[config.mk]
export PLATFORM = sky130hd
export DESIGN_NAME = a429_rx_chan
export DESIGN_NICKNAME = d
export VERILOG_FILES = /design/src/rtl/a429_rx_pkg.sv /design/src/rtl/a429_rx_tick.sv /design/src/rtl/a429_rx_deser.sv /design/src/rtl/a429_rx_lblmem.sv /design/src/rtl/a429_rx_chan.sv
export SDC_FILE = /design/constraint.sdc
export NUM_CORES = 1
export LEC_CHECK = 0
export BUFFER_PORTS_ARGS = -buffer_cell sky130_fd_sc_hd__buf_2
export CORE_UTILIZATION = 35
export DETAILED_ROUTE_END_ITERATION = 10
export PLACE_DENSITY = 0.62
export SETUP_SLACK_MARGIN = 0.05
export SYNTH_ARGS = -nofsm -noshare
export SYNTH_HDL_FRONTEND = slang
export SYNTH_SLANG_ARGS = --single-unit
[constraint.sdc]
create_clock -name clk_i -period 3.1 [get_ports clk_i]
set_clock_uncertainty 0.05 [all_clocks]
set_input_delay 0 -clock clk_i [delete_from_list [all_inputs] [get_ports clk_i]]
set_output_delay 0 -clock clk_i [all_outputs]
set_load 0.005 [all_outputs]
[src/rtl/a429_rx_pkg.sv]
package a429_rx_pkg;
  typedef enum logic [1:0] {
    PAR_NONE = 2'b00,
    PAR_ODD  = 2'b01,
    PAR_EVEN = 2'b10,
    PAR_OFF  = 2'b11
  } par_mode_e;

  localparam int unsigned ADDR_W = 3;
  localparam logic [ADDR_W-1:0] A_CTRL = 3'd0;
  localparam logic [ADDR_W-1:0] A_DIV  = 3'd1;
  localparam logic [ADDR_W-1:0] A_LPTR = 3'd2;
  localparam logic [ADDR_W-1:0] A_LBIT = 3'd3;
  localparam logic [ADDR_W-1:0] A_WLO  = 3'd4;
  localparam logic [ADDR_W-1:0] A_WHI  = 3'd5;
endpackage

[src/rtl/a429_rx_tick.sv]
module a429_rx_tick #(
  parameter int unsigned DIV_W = 16
) (
  input  logic             clk_i,
  input  logic             rst_ni,
  input  logic [DIV_W-1:0] div_i,
  output logic             tick_o
);
  logic [DIV_W-1:0] cnt_q;

  assign tick_o = (cnt_q >= div_i);

  always_ff @(posedge clk_i or negedge rst_ni) begin
    if (!rst_ni)     cnt_q <= '0;
    else if (tick_o) cnt_q <= '0;
    else             cnt_q <= cnt_q + 1'b1;
  end
endmodule

[src/rtl/a429_rx_deser.sv]
module a429_rx_deser #(
  parameter int unsigned WORD_W    = 32,
  parameter int unsigned GAP_TICKS = 16
) (
  input  logic              clk_i,
  input  logic              rst_ni,
  input  logic              tick_i,
  input  logic              one_i,
  input  logic              zero_i,
  output logic              done_o,
  output logic              len_ok_o,
  output logic [WORD_W-1:0] word_o
);
  localparam int unsigned CNT_W = $clog2(WORD_W + 2);
  localparam int unsigned GAP_W = $clog2(GAP_TICKS + 1);
  localparam logic [CNT_W-1:0] CNT_MAX = '1;

  logic [1:0]        sy_one_q, sy_zero_q;
  logic              prv_one_q, prv_zero_q;
  logic              s_one, s_zero, edge_seen;
  logic [WORD_W-1:0] shreg_q;
  logic [CNT_W-1:0]  cnt_q;
  logic [GAP_W-1:0]  gap_q;
  logic              busy_q, bad_q;

  assign s_one     = sy_one_q[1];
  assign s_zero    = sy_zero_q[1];
  assign edge_seen = (s_one && !prv_one_q) || (s_zero && !prv_zero_q);

  always_ff @(posedge clk_i or negedge rst_ni) begin
    if (!rst_ni) begin
      sy_one_q  <= '0;
      sy_zero_q <= '0;
    end else begin
      sy_one_q  <= {sy_one_q[0], one_i};
      sy_zero_q <= {sy_zero_q[0], zero_i};
    end
  end

  always_ff @(posedge clk_i or negedge rst_ni) begin
    if (!rst_ni) begin
      prv_one_q  <= 1'b0;
      prv_zero_q <= 1'b0;
      shreg_q    <= '0;
      cnt_q      <= '0;
      gap_q      <= '0;
      busy_q     <= 1'b0;
      bad_q      <= 1'b0;
      done_o     <= 1'b0;
      len_ok_o   <= 1'b0;
      word_o     <= '0;
    end else begin
      done_o <= 1'b0;
      if (tick_i) begin
        prv_one_q  <= s_one;
        prv_zero_q <= s_zero;
        if (s_one && s_zero) begin
          bad_q  <= 1'b1;
          busy_q <= 1'b1;
          gap_q  <= '0;
        end else if (edge_seen) begin
          shreg_q <= {s_one, shreg_q[WORD_W-1:1]};
          if (cnt_q != CNT_MAX) cnt_q <= cnt_q + 1'b1;
          busy_q <= 1'b1;
          gap_q  <= '0;
        end else if (s_one || s_zero) begin
          gap_q <= '0;
        end else if (busy_q) begin
          if (gap_q == GAP_W'(GAP_TICKS - 1)) begin
            done_o   <= 1'b1;
            len_ok_o <= (cnt_q == CNT_W'(WORD_W)) && !bad_q;
            word_o   <= shreg_q;
            busy_q   <= 1'b0;
            bad_q    <= 1'b0;
            cnt_q    <= '0;
            gap_q    <= '0;
          end else begin
            gap_q <= gap_q + 1'b1;
          end
        end
      end
    end
  end
endmodule

[src/rtl/a429_rx_lblmem.sv]
module a429_rx_lblmem #(
  parameter int unsigned LBL_W = 8
) (
  input  logic                  clk_i,
  input  logic                  rst_ni,
  input  logic                  we_i,
  input  logic [LBL_W-1:0]      waddr_i,
  input  logic                  wbit_i,
  output logic [(1<<LBL_W)-1:0] mem_o
);
  localparam int unsigned N_LBL = 1 << LBL_W;

  for (genvar g = 0; g < N_LBL; g++) begin : g_ent
    always_ff @(posedge clk_i or negedge rst_ni) begin
      if (!rst_ni)                                   mem_o[g] <= 1'b0;
      else if (we_i && (waddr_i == LBL_W'(g)))       mem_o[g] <= wbit_i;
    end
  end
endmodule

[src/rtl/a429_rx_chan.sv]
module a429_rx_chan
  import a429_rx_pkg::*;
#(
  parameter int unsigned DATA_W = 16,
  parameter int unsigned LBL_W  = 8,
  parameter int unsigned SPB    = 8
) (
  input  logic              clk_i,
  input  logic              rst_ni,
  input  logic              line_one_i,
  input  logic              line_zero_i,
  input  logic              lpbk_one_i,
  input  logic              lpbk_zero_i,
  input  logic              reg_wr_i,
  input  logic [ADDR_W-1:0] reg_addr_i,
  input  logic [DATA_W-1:0] reg_wdata_i,
  output logic [DATA_W-1:0] reg_rdata_o,
  output logic              msg_ok_o,
  output logic              par_err_o
);
  localparam int unsigned WORD_W = 2 * DATA_W;
  localparam int unsigned N_LBL  = 1 << LBL_W;
  localparam int unsigned GAP_T  = 2 * SPB;

  logic [2:0]        ctrl_q;
  logic [DATA_W-1:0] div_q;
  logic [LBL_W-1:0]  lptr_q;
  logic [WORD_W-1:0] buf_q;
  logic [N_LBL-1:0]  lbl_vec;
  logic              tick, in_one, in_zero;
  logic              done, len_ok, par_ok, lbl_hit, lbl_we;
  logic [WORD_W-1:0] word;
  par_mode_e         mode;

  assign mode    = par_mode_e'(ctrl_q[1:0]);
  assign in_one  = ctrl_q[2] ? lpbk_one_i  : line_one_i;
  assign in_zero = ctrl_q[2] ? lpbk_zero_i : line_zero_i;
  assign lbl_we  = reg_wr_i && (reg_addr_i == A_LBIT);
  assign lbl_hit = lbl_vec[word[LBL_W-1:0]];

  a429_rx_tick #(.DIV_W(DATA_W)) u_tick (
    .clk_i(clk_i), .rst_ni(rst_ni), .div_i(div_q), .tick_o(tick)
  );

  a429_rx_deser #(.WORD_W(WORD_W), .GAP_TICKS(GAP_T)) u_deser (
    .clk_i(clk_i), .rst_ni(rst_ni), .tick_i(tick),
    .one_i(in_one), .zero_i(in_zero),
    .done_o(done), .len_ok_o(len_ok), .word_o(word)
  );

  a429_rx_lblmem #(.LBL_W(LBL_W)) u_lbl (
    .clk_i(clk_i), .rst_ni(rst_ni), .we_i(lbl_we),
    .waddr_i(lptr_q), .wbit_i(reg_wdata_i[0]), .mem_o(lbl_vec)
  );

  always_comb begin
    unique case (mode)
      PAR_ODD:  par_ok = ^word;
      PAR_EVEN: par_ok = ~^word;
      default:  par_ok = 1'b1;
    endcase
  end

  always_ff @(posedge clk_i or negedge rst_ni) begin
    if (!rst_ni) begin
      ctrl_q <= '0;
      div_q  <= '0;
      lptr_q <= '0;
    end else if (reg_wr_i) begin
      case (reg_addr_i)
        A_CTRL:  ctrl_q <= reg_wdata_i[2:0];
        A_DIV:   div_q  <= reg_wdata_i;
        A_LPTR:  lptr_q <= reg_wdata_i[LBL_W-1:0];
        default: ;
      endcase
    end
  end

  always_ff @(posedge clk_i or negedge rst_ni) begin
    if (!rst_ni) begin
      buf_q     <= '0;
      msg_ok_o  <= 1'b0;
      par_err_o <= 1'b0;
    end else begin
      msg_ok_o  <= 1'b0;
      par_err_o <= 1'b0;
      if (done && len_ok) begin
        if (!par_ok) begin
          par_err_o <= 1'b1;
        end else if (lbl_hit) begin
          msg_ok_o <= 1'b1;
          buf_q    <= word;
        end
      end
    end
  end

  always_comb begin
    case (reg_addr_i)
      A_CTRL:  reg_rdata_o = DATA_W'(ctrl_q);
      A_DIV:   reg_rdata_o = div_q;
      A_LPTR:  reg_rdata_o = DATA_W'(lptr_q);
      A_LBIT:  reg_rdata_o = DATA_W'(lbl_vec[lptr_q]);
      A_WLO:   reg_rdata_o = buf_q[DATA_W-1:0];
      A_WHI:   reg_rdata_o = buf_q[WORD_W-1:DATA_W];
      default: reg_rdata_o = '0;
    endcase
  end
endmodule

After elaboration in Yosys (flattened, before gate mapping):

Index checks and enable logic that the tools add are counted.
Widths: inputs -> output; s select.

* register bits: 418
* bits of input ports: 26
* output and inout port bits: 18
* word-level logic and storage cells: 880

* add/subtract/negate cells: 3
* magnitude comparators: 3
* equality and inequality tests: 270
* mux-type cells: 40
* bitwise logic cells: 3
* reduce and logical (&&, ||, !) cells: 286

Operator list (count)
* $eq 8x8->1 const B: 128
* $eq 8x7->1 const B: 64
* $logic_and 1x1->1: 262
* $eq 8x6->1 const B: 32
* $eq 8x5->1 const B: 16
* $pmux 16 s6: 1
* $eq 8x4->1 const B: 8
* $eq 8x3->1 const B: 4
* $reduce_xnor 32->1: 1
* $reduce_xor 32->1: 1
* $mux 6: 5
* $mux 1: 25
* $mux 5: 5
* $lt 8x9->1 const B: 2
* $add 16x1->16 const B: 1
* $bmux 1 s8: 2
* $eq 8x2->1 const B: 2
* $ge 16x16->1: 1
* $mux 16: 1
* $reduce_and 6->1: 2
* $reduce_and 2->1: 5
* $eq 8x1->1 const B: 1
* $logic_not 8->1: 1
* $reduce_bool 2->1: 4
* other kinds (21): 31

Depth between registers and ports, before layout:

Gate-level depths: netlist of the first run.

* word-level depth: 7
* gate-level depth with buffers: 13
* mapped depth without buffers: 11

By module:

Synthesis of the first run repeated with hierarchy kept, for this count alone.

* cell total of the unflattened synthesis: 1891
* area, all modules: 23541.3 sq um

Modules (own cells, without submodules)
* a429_rx_lblmem: times used 1, cells an instance 919, area each 11736.3 sq um, seq. area each 6406.1 sq um
* a429_rx_chan: times used 1, cells an instance 547, area each 7105.6 sq um, seq. area each 1526.5 sq um
* a429_rx_deser: times used 1, cells an instance 295, area each 3560.9 sq um, seq. area each 2127.0 sq um
* a429_rx_tick: times used 1, cells an instance 130, area each 1138.6 sq um, seq. area each 400.4 sq um

Worst setup path after synthesis of the first run:

Ideal clock, no wire load.

* path kind: flip-flop to flip-flop
* from: reg u_deser.word_o[1]
* to: reg buf_q[10]
* setup time: 0.125 ns
* arrival: 2.908 ns
* data required time: 2.925 ns
* setup slack: 0.017 ns
* stages on the path, launching flop included: 12
* buffers on the path: 3
* period minus slack after synthesis: 3.083 ns
* cells stage by stage: dfrtp_1 -> buf_1 -> buf_1 -> mux4_1 -> a22oi_2 -> nand2_1 -> a22oi_1 -> o221ai_1 -> mux4_2 -> nand4_4 -> buf_12 -> mux2_4

* longest elaborated chain between the ends: 3
* elaborated cells between the ends (all ways): 6
* classes of those cells: 3 x mux; 3 x reduce/logical

Ends and longest elaborated chain
* start: declaration: RTL line a429_rx_deser.sv:12 `output logic [WORD_W-1:0] word_o`
* start signal: assignment: RTL line a429_rx_deser.sv:72 `word_o <= shreg_q;`
* $bmux 1 s8, or another cell as far along: RTL line a429_rx_chan.sv:39 `assign lbl_hit = lbl_vec[word[LBL_W-1:0]];`
* $mux 1 (implied by the code) or $pmux 1 s2 (tied branches): RTL line a429_rx_chan.sv:39, a429_rx_chan.sv:57
* $reduce_and 3->1 (no source line) (*)
* end signal: assignment: RTL line a429_rx_chan.sv:92 `buf_q <= word;`
* end: declaration: RTL line a429_rx_chan.sv:28 `logic [WORD_W-1:0] buf_q;`

Mark *: on every way between the ends. The rest lies on a longest branch, timed or not. The select of a mux whose other input is x is not followed.
A chain may end at the register's enable or synchronous reset.

Final worst setup path of the first run:

* from: reg lptr_q[0]
* to: out reg_rdata_o[0]

* longest elaborated chain between the ends: 3

Ends and longest elaborated chain
* start: declaration: RTL line a429_rx_chan.sv:27 `logic [LBL_W-1:0] lptr_q;`
* start signal: assignment: RTL line a429_rx_chan.sv:73 `A_LPTR: lptr_q <= reg_wdata_i[LBL_W-1:0];`
* $bmux 1 s8: RTL line a429_rx_chan.sv:103 `A_LBIT: reg_rdata_o = DATA_W'(lbl_vec[lptr_q]);`
* $mux 1 (implied by the code): RTL line a429_rx_chan.sv:103
* $pmux 16 s6 (*): RTL line a429_rx_chan.sv:99 `case (reg_addr_i)`
* end: declaration: RTL line a429_rx_chan.sv:17 `output logic [DATA_W-1:0] reg_rdata_o,`

Marks and branches as above.

==> results of run 1 <==
[logic make-up (layout without fill, tap and decap cells)]
family,after synthesis,after routing
fa+ha+maj,24,24
xor+xnor,45,45
mux,532,532
simple gates,473,473
compound gates,133,133
buf+inv,177,339
flops,418,418
[state kept, by name, summed over array words and instances, names as in the netlist, 2 cells and up]
| signal | flops |
|---|---|
| buf_q | 32 |
| ctrl_q | 3 |
| div_q | 16 |
| lptr_q | 8 |
| u_deser.cnt_q | 6 |
| u_deser.gap_q | 5 |
| u_deser.shreg_q | 32 |
| u_deser.sy_one_q | 2 |
| u_deser.sy_zero_q | 2 |
| u_deser.word_o | 32 |
| u_lbl.mem_o | 256 |
| u_tick.cnt_q | 16 |
[worst paths after layout]
| kind | cells past startpoint | to | slack [ns] | from |
|---|---|---|---|---|
| setup / recovery | 12 | reg_rdata_o[0] | -0.70 | lptr_q[0] |
| max in group asynchronous | 3 | u_lbl.mem_o[152] | 2.44 | rst_ni |
| hold / removal | 3 | u_deser.word_o[24] | 0.01 | rst_ni |
| hold reg to reg | 0 | u_deser.sy_zero_q[1] | 0.30 | u_deser.sy_zero_q[0] |
| min in group clk_i | 4 | ctrl_q[1] | 0.04 | reg_wr_i |
| setup reg to reg | 13 | buf_q[3] | -0.43 | u_deser.word_o[0] |
[critical path, delay by kind of cell, from the launching register on]
| family | cells | cell delay (ns) |
|---|---|---|
| DFF | 1 | 0.44 |
| AOI/OAI and AO/OA | 5 | 0.95 |
| muxes | 2 | 0.99 |
| buffers and inverters | 3 | 0.45 |
| and+or+nand+nor | 2 | 0.30 |
[routing by layer]
| metal | GRT usage (%) | part of all wire [%] | vias up | wire length (um) |
|---|---|---|---|---|
| met3 | 3.38 | 5.5 | 101 | 3380 |
| met4 | 5.16 | 2.5 | 0 | 1550 |
| met2 | 29.9 | 49 | 426 | 29800 |
| li1 | - | - | 6805 | - |
| met1 | 25.4 | 43 | 8003 | 26700 |
| met5 | 0 | 0 | - | 0 |
[cell type report]
class | instances | area share [%]
clock buffer | 70 | 4.87
clock inverter | 13 | 0.983
inverter | 35 | 0.484
multi-input combinational | 1207 | 42.8
sequential | 418 | 38.6
tap | 846 | 3.90
timing repair buffer | 221 | 8.32
[what timing repair did]
item / in CTS / in global routing
hold endpoints to repair: 444 / 0
resized for setup: 25 / 28
hold buffers: 22 / 0
cloned: 3 / 5
pin swaps: 3 / 13
setup buffers: 13 / 9
endpoints found under the setup margin: 91 / 42
[placed cells by master, fill, tap and decap left out, drive strengths merged, types with 12 or more instances in the layout]
cell type    instances
a221oi              12
a22oi               36
buf                195
clkbuf              75
dfrtp              418
dlygate4sd3         21
ha                  24
inv                 36
mux2               377
mux4               145
nand2              248
nand2b              14
nand3               20
nor2               133
nor2b               13
nor3                16
o21ai               24
xnor2               33
xor2                12
[where the power goes]
| part | leakage, uW | total, uW | switching, uW | internal, uW |
|---|---|---|---|---|
| Sequential | 0.00575 | 5940 | 252 | 5690 |
| Combinational | 0.00576 | 2340 | 1300 | 1040 |
| Clock | 0.000773 | 5800 | 2280 | 3520 |
| Total | 0.0123 | 14100 | 3830 | 10200 |
[metrics by stage]
step	hold slack, ns	setup TNS [ns]	area (um2)	setup slack (ns)
after floorplan	-0.346	0	22700	0.0501
after global placement	-0.0684	-15.58	24600	-0.458
after detailed placement	-0.0597	-19.37	24600	-0.560
after CTS	0.00522	-13.77	26900	-0.706
after global routing	0.0442	-14.89	27100	-0.854
final	0.00975	-13.26	27100	-0.698
==> impl_results.rst, run 1 <==
.. list-table::
   :header-rows: 1

   * - Metric
     - Value
   * - DRC marker count from the first detailed-route iteration
     - 1292
   * - Overall power
     - 14100 uW
   * - Adder-Cell Fraction of Synth Area
     - 1.33%
   * - Via count of the first global-routing pass
     - 16000
   * - Data arrival time of the worst path
     - 3.75 ns
   * - Deepest clock path buffer count
     - 3
   * - Synthesized area per cell
     - 12.6 um2
   * - Power density over the cells
     - 519 mW/mm2
   * - Clock root buffer master
     - clkbuf_16
   * - Total number of placement rows
     - 92
   * - Xor/xnor share of the synthesized area
     - 1.74%
   * - MaxCap Viol Count
     - 0
   * - Maximum cell stage delay along the critical path
     - 0.50 ns
   * - Shortest period the worst path allows
     - 3.80 ns
   * - Share of synthesized area occupied by flip-flops and latches
     - 46.2%
   * - Count of yosys warnings during synthesis
     - 0
   * - Vias
     - 15300
   * - Final-report hold violation count
     - 0
   * - Syn-to-layout area delta
     - 19.8%
   * - Number of vias per cell
     - 5.46
   * - Total clock buffers created by CTS
     - 45
   * - Cell-by-cell trace of the critical path
     - buf_12 -> buf_6 -> mux4_2 -> mux4_2 -> a22o_1 -> a221oi_2 -> o22ai_1 -> nor3_2 -> nor2_1 -> a221oi_2 -> o22ai_2 -> buf_2
   * - Finished Layout Cells
     - 2810
   * - All-Layer GR Usage
     - 18.5%
   * - RSZ-0062 raised after global routing
     - yes
   * - Area share of the largest cell type after synthesis
     - 46.2%
   * - Minimum setup slack in the final design
     - -0.698 ns
   * - Global-route congestion overflow total
     - 0
   * - Placed Cells
     - 2678
   * - CP Class
     - flip-flop to output port
   * - Maximum fanout along the worst path
     - 5
   * - Ys async rst share
     - 100%
   * - Dominant combinational cell family by area after synthesis
     - multiplexers
   * - Net Count, Synth
     - 1852
   * - DRT Wirelength
     - 61400 um
   * - Top post-synthesis cells by count
     - 418 x dfrtp_1, 348 x mux2_2, 248 x nand2_1
   * - Kind of end point of the critical path
     - output port
   * - Worst hold-check path type
     - primary input to asynchronous set/reset pin
   * - Antenna violations before repair
     - 0
   * - Most frequently used cell type in the post-synthesis netlist
     - dfrtp_1
   * - Slew @ Worst Pin
     - 0.957 ns
   * - Number of port buffers
     - 43
   * - Iteration count of the initial detailed-routing pass
     - 7
   * - Maximum frequency from static timing analysis
     - 263 MHz
   * - Number of slew-limit violations in the final report
     - 0
   * - Total area of sequential cells
     - 0.0105 mm2
   * - Number of top-level pins
     - 44
   * - Normalized max-slew margin
     - 36.2%
   * - Cells after Synth
     - 1802
   * - Starting density of the core
     - 35.6%
   * - Biggest area contributors in the synthesized netlist
     - dfrtp_1 46%, mux2_2 17%, mux4_2 14%
   * - Floorplan die height
     - 256 um
   * - Crit path required time
     - 3.05 ns
   * - Total core area
     - 0.0635 mm2
   * - Number of diodes
     - 0
   * - Number of levels in the clock H-tree
     - 2
   * - TritonCTS clock tree
     - yes
   * - Category of the worst setup path launch point
     - flip-flop
   * - DRC violation count after routing
     - 0
   * - Routed len/inst
     - 21.9 um
   * - Pin count of the biggest net entering global routing
     - 138
   * - Synthesized-area fraction occupied by ao, oa, aoi and oai cells
     - 4.21%
   * - Layout Utilization
     - 42.7%
   * - Tcrit/Tclk final
     - 123%
   * - Number of nets in the final layout
     - 1978
   * - Width of the die
     - 256 um
   * - Post-detailed-route count of antenna-violating nets
     - 0
   * - Share of synthesized cell area in and, or, nand and nor gates
     - 8.77%
   * - Library cell with the largest summed area after synthesis
     - dfrtp_1
   * - Area of the multi-input gates
     - 0.0116 mm2
   * - Number of fill cells
     - 5754
   * - Result of the run
     - finished with violations
   * - Count of cell types in the netlist
     - 54
   * - Crit path max-delay cell type
     - mux4_2
   * - Gpl congestion
     - 0.875
   * - Number of clock sinks
     - 418
   * - Violated checks
     - negative setup slack
   * - Worst-Skew Late Latency
     - 0.60 ns
   * - Multiplexer fraction of the synthesized cell area
     - 34.2%
   * - Dominant synthesized flop cell
     - dfrtp_1
   * - Post-Synthesis Cell Area
     - 0.0226 mm2
   * - Reg clk slew, reported paths
     - 0.06 ns
   * - Leakage power
     - 0.0123 uW
   * - Die footprint
     - 0.0657 mm2
   * - Seq cells post-synth
     - 418
   * - Share of cells above drive strength 1
     - 42.4%
   * - Worst vdd ir
     - 0.327 mV
   * - Final setup viols
     - 34
   * - EDFF count, synth
     - 0
   * - First-pass GRT wire length
     - 95400 um
   * - Half-perimeter wire length after placement
     - 40500 um
No activity file was read; power rests on OpenSTA's default activity.
==> inputs of run 2 (changes only) <==
--- a/config.mk
+++ b/config.mk
@@ -6,9 +6,10 @@
 export NUM_CORES = 1
 export LEC_CHECK = 0
 export BUFFER_PORTS_ARGS = -buffer_cell sky130_fd_sc_hd__buf_2
-export CORE_UTILIZATION = 35
+export CORE_UTILIZATION = 60
 export DETAILED_ROUTE_END_ITERATION = 10
-export PLACE_DENSITY = 0.62
+export HOLD_SLACK_MARGIN = 0.08
+export PLACE_DENSITY = 0.88
 export SETUP_SLACK_MARGIN = 0.05
 export SYNTH_ARGS = -nofsm -noshare
 export SYNTH_HDL_FRONTEND = slang
==> constraint.sdc (replaced) <==
create_clock -name clk_i -period 4.2 [get_ports clk_i]
set_clock_uncertainty 0.05 [all_clocks]
set_input_delay 0 -clock clk_i [delete_from_list [all_inputs] [get_ports clk_i]]
set_output_delay 0 -clock clk_i [all_outputs]
set_load 0.005 [all_outputs]
==> run 2 against run 1 <==
  * The flow now finishes without violations
  * Critical path depth down 1
  * First-iteration DRC count up 49%
  * Combinational power down 38%
  * Register-to-register slack better by 0.85 ns
  * Final cell count down 16%
  * Die area down 41%
  * Highest routed layer unchanged
==> impl_results.rst, run 2 (same netlist as run 1, synthesis figures left out) <==
.. list-table::
   :header-rows: 1

   * - Metric
     - Value
   * - Setup slack, reg-to-reg
     - 0.42 ns
   * - Slew @ Worst Pin
     - 1.29 ns
   * - Share of cells above drive strength 1
     - 38.0%
   * - MaxCap Viol Count
     - 0
   * - Iteration count of the initial detailed-routing pass
     - 7
   * - Total core area
     - 0.0369 mm2
   * - Reg2reg path depth
     - 10
   * - Floorplan die height
     - 196 um
   * - Kind of end point of the critical path
     - output port
   * - Part of the total power dissipated in combinational logic
     - 14.5%
   * - Half-perimeter wire length after placement
     - 36100 um
   * - TritonCTS clock tree
     - yes
   * - Internal
     - 7260 uW
   * - Global-route congestion overflow total
     - 0
   * - Final setup viols
     - 0
   * - Shortest period the worst path allows
     - 3.99 ns
   * - Worst vdd ir
     - 0.402 mV
   * - CP Class
     - flip-flop to output port
   * - Number of port buffers
     - 43
   * - Starting density of the core
     - 61.4%
   * - Syn-to-layout area delta
     - 11.6%
   * - Number of nets in the final layout
     - 1878
   * - All-Layer GR Usage
     - 31.3%
   * - Reg2reg start
     - u_deser.word_o[0]
   * - Clk network pwr share
     - 41.0%
   * - Gpl congestion
     - 0.879
   * - Worst Hold Margin
     - 0.157 ns
   * - Worst R2R End
     - buf_q[31]
   * - Leakage power
     - 0.0115 uW
   * - Worst Hold Path EP
     - u_lbl.mem_o[149]
   * - Via count of the first global-routing pass
     - 16700
   * - Most common library cell in the layout ignoring fill and taps
     - dfrtp_1
   * - Worst slack after detailed placement
     - 0.390 ns
   * - Normalized max-slew margin
     - 13.7%
   * - Result of the run
     - finished, final reports clean
   * - Worst hold-check path type
     - primary input to flip-flop
   * - Sum of negative setup slack
     - 0 ns
   * - Die footprint
     - 0.0385 mm2
   * - DRC marker count from the first detailed-route iteration
     - 1924
   * - Maximum frequency from static timing analysis
     - 250 MHz
   * - Deepest clock path buffer count
     - 3
   * - Worst Hold Launch
     - reg_wdata_i[0]
   * - Largest register by flop count
     - u_lbl.mem_o
   * - Number of slew-limit violations in the final report
     - 0
   * - Width of the die
     - 196 um
   * - Reg clk slew, reported paths
     - 0.07 ns
   * - Worst-Skew Late Latency
     - 0.56 ns
   * - Category of the worst setup path launch point
     - flip-flop
   * - RSZ-0062 raised after global routing
     - no
   * - Pin count of the biggest net entering global routing
     - 144
   * - Routed len/inst
     - 24.8 um
   * - Data arrival time of the worst path
     - 3.94 ns
   * - Number of clock sinks
     - 418
   * - Fraction of power spent switching nets
     - 27.6%
   * - Clock root buffer master
     - clkbuf_16
   * - Power density over the cells
     - 397 mW/mm2
   * - Antenna violations before repair
     - 0
   * - Number of flip-flops in the largest register
     - 256
   * - Number of vias per cell
     - 6.72
   * - Vias
     - 15900
   * - Number of diodes
     - 0
   * - DRC violation count after routing
     - 0
   * - Number of top-level pins
     - 44
   * - Total clock buffers created by CTS
     - 43
   * - Tcrit/Tclk final
     - 95.1%
   * - Commonest cells after routing, fill and taps aside
     - 413 x dfrtp_1, 348 x mux2_2, 248 x nand2_1
   * - DRT Wirelength
     - 58600 um
   * - Min-Delay Path Depth
     - 2
   * - Reg power frac
     - 44.5%
   * - Maximum fanout along the worst path
     - 8
   * - Number of levels in the clock H-tree
     - 2
   * - Number of fill cells
     - 2305
   * - First-pass GRT wire length
     - 92800 um
   * - Crit path required time
     - 4.15 ns
   * - Layout Utilization
     - 68.5%
   * - Minimum setup slack in the final design
     - 0.207 ns
   * - Net switching power of the design
     - 2770 uW
   * - Total number of placement rows
     - 70
   * - Final-report hold violation count
     - 0
   * - Post-detailed-route count of antenna-violating nets
     - 0
[run 2: what timing repair did]
action                     CTS  global route
resized for setup            0             1
hold buffers                24             0
hold endpoints to repair   414             0
setup endpoints to repair    1             1
buffers inserted             5             1
[run 2: power groups by stage]
stage	Clock [uW]	Combinational [uW]	Sequential, uW
finish	4110	1460	4460
global route	4290	1560	4480
CTS	4130	1400	4460
detailed placement	0	1300	4560
global placement	0	1240	4540
floorplan	0	966	4360
[run 2: critical path, cell delays in order, from the launching register on]
cell      delay (ns)
dfrtp_4         0.56
buf_12          0.17
mux4_2          0.49
mux4_2          0.47
a22o_1          0.30
a221oi_1        0.25
o22ai_1         0.18
nor3_2          0.23
nor2_1          0.09
a221oi_1        0.29
o22ai_1         0.16
buf_2           0.19
[run 2: metal layers]
metal  global-route usage (%)  wire, um  vias to the layer above
met5                        0         0                        -
met4                     17.9      3660                        0
met3                     7.99      5390                      305
met2                     50.5     28100                      904
met1                     38.5     21400                     8113
li1                         -         -                     6571
[run 2: per-stage QoR]
stage / std cells / area [um2] / total power [uW]
2_1_floorplan: 1802 / 22600 / 5330
3_3_place_gp: 2257 / 23400 / 5780
3_5_place_dp: 2257 / 23400 / 5860
4_1_cts: 2364 / 25200 / 9990
5_1_grt: 2365 / 25300 / 10300
6_report: 2365 / 25300 / 10000
[run 2: worst max-delay path by stage]
stage                       from             end  slack, ns
6_report               lptr_q[0]  reg_rdata_o[0]       0.21
5_1_grt                lptr_q[0]  reg_rdata_o[0]       0.07
4_1_cts                lptr_q[1]  reg_rdata_o[0]       0.16
3_5_place_dp           lptr_q[0]  reg_rdata_o[0]       0.39
3_3_place_gp           lptr_q[0]  reg_rdata_o[0]       0.48
2_1_floorplan  u_deser.word_o[1]       buf_q[10]       1.12
[run 2: final cells by class]
type | instances | area (um2) | area share (%)
clock buffers | 59 | 1250 | 4.94
clock inverters | 19 | 259 | 1.02
multi-input cells | 1207 | 11400 | 45.3
inverters | 35 | 131 | 0.520
well taps | 504 | 631 | 2.50
flip-flops and latches | 418 | 10500 | 41.4
repair buffers | 123 | 1090 | 4.32
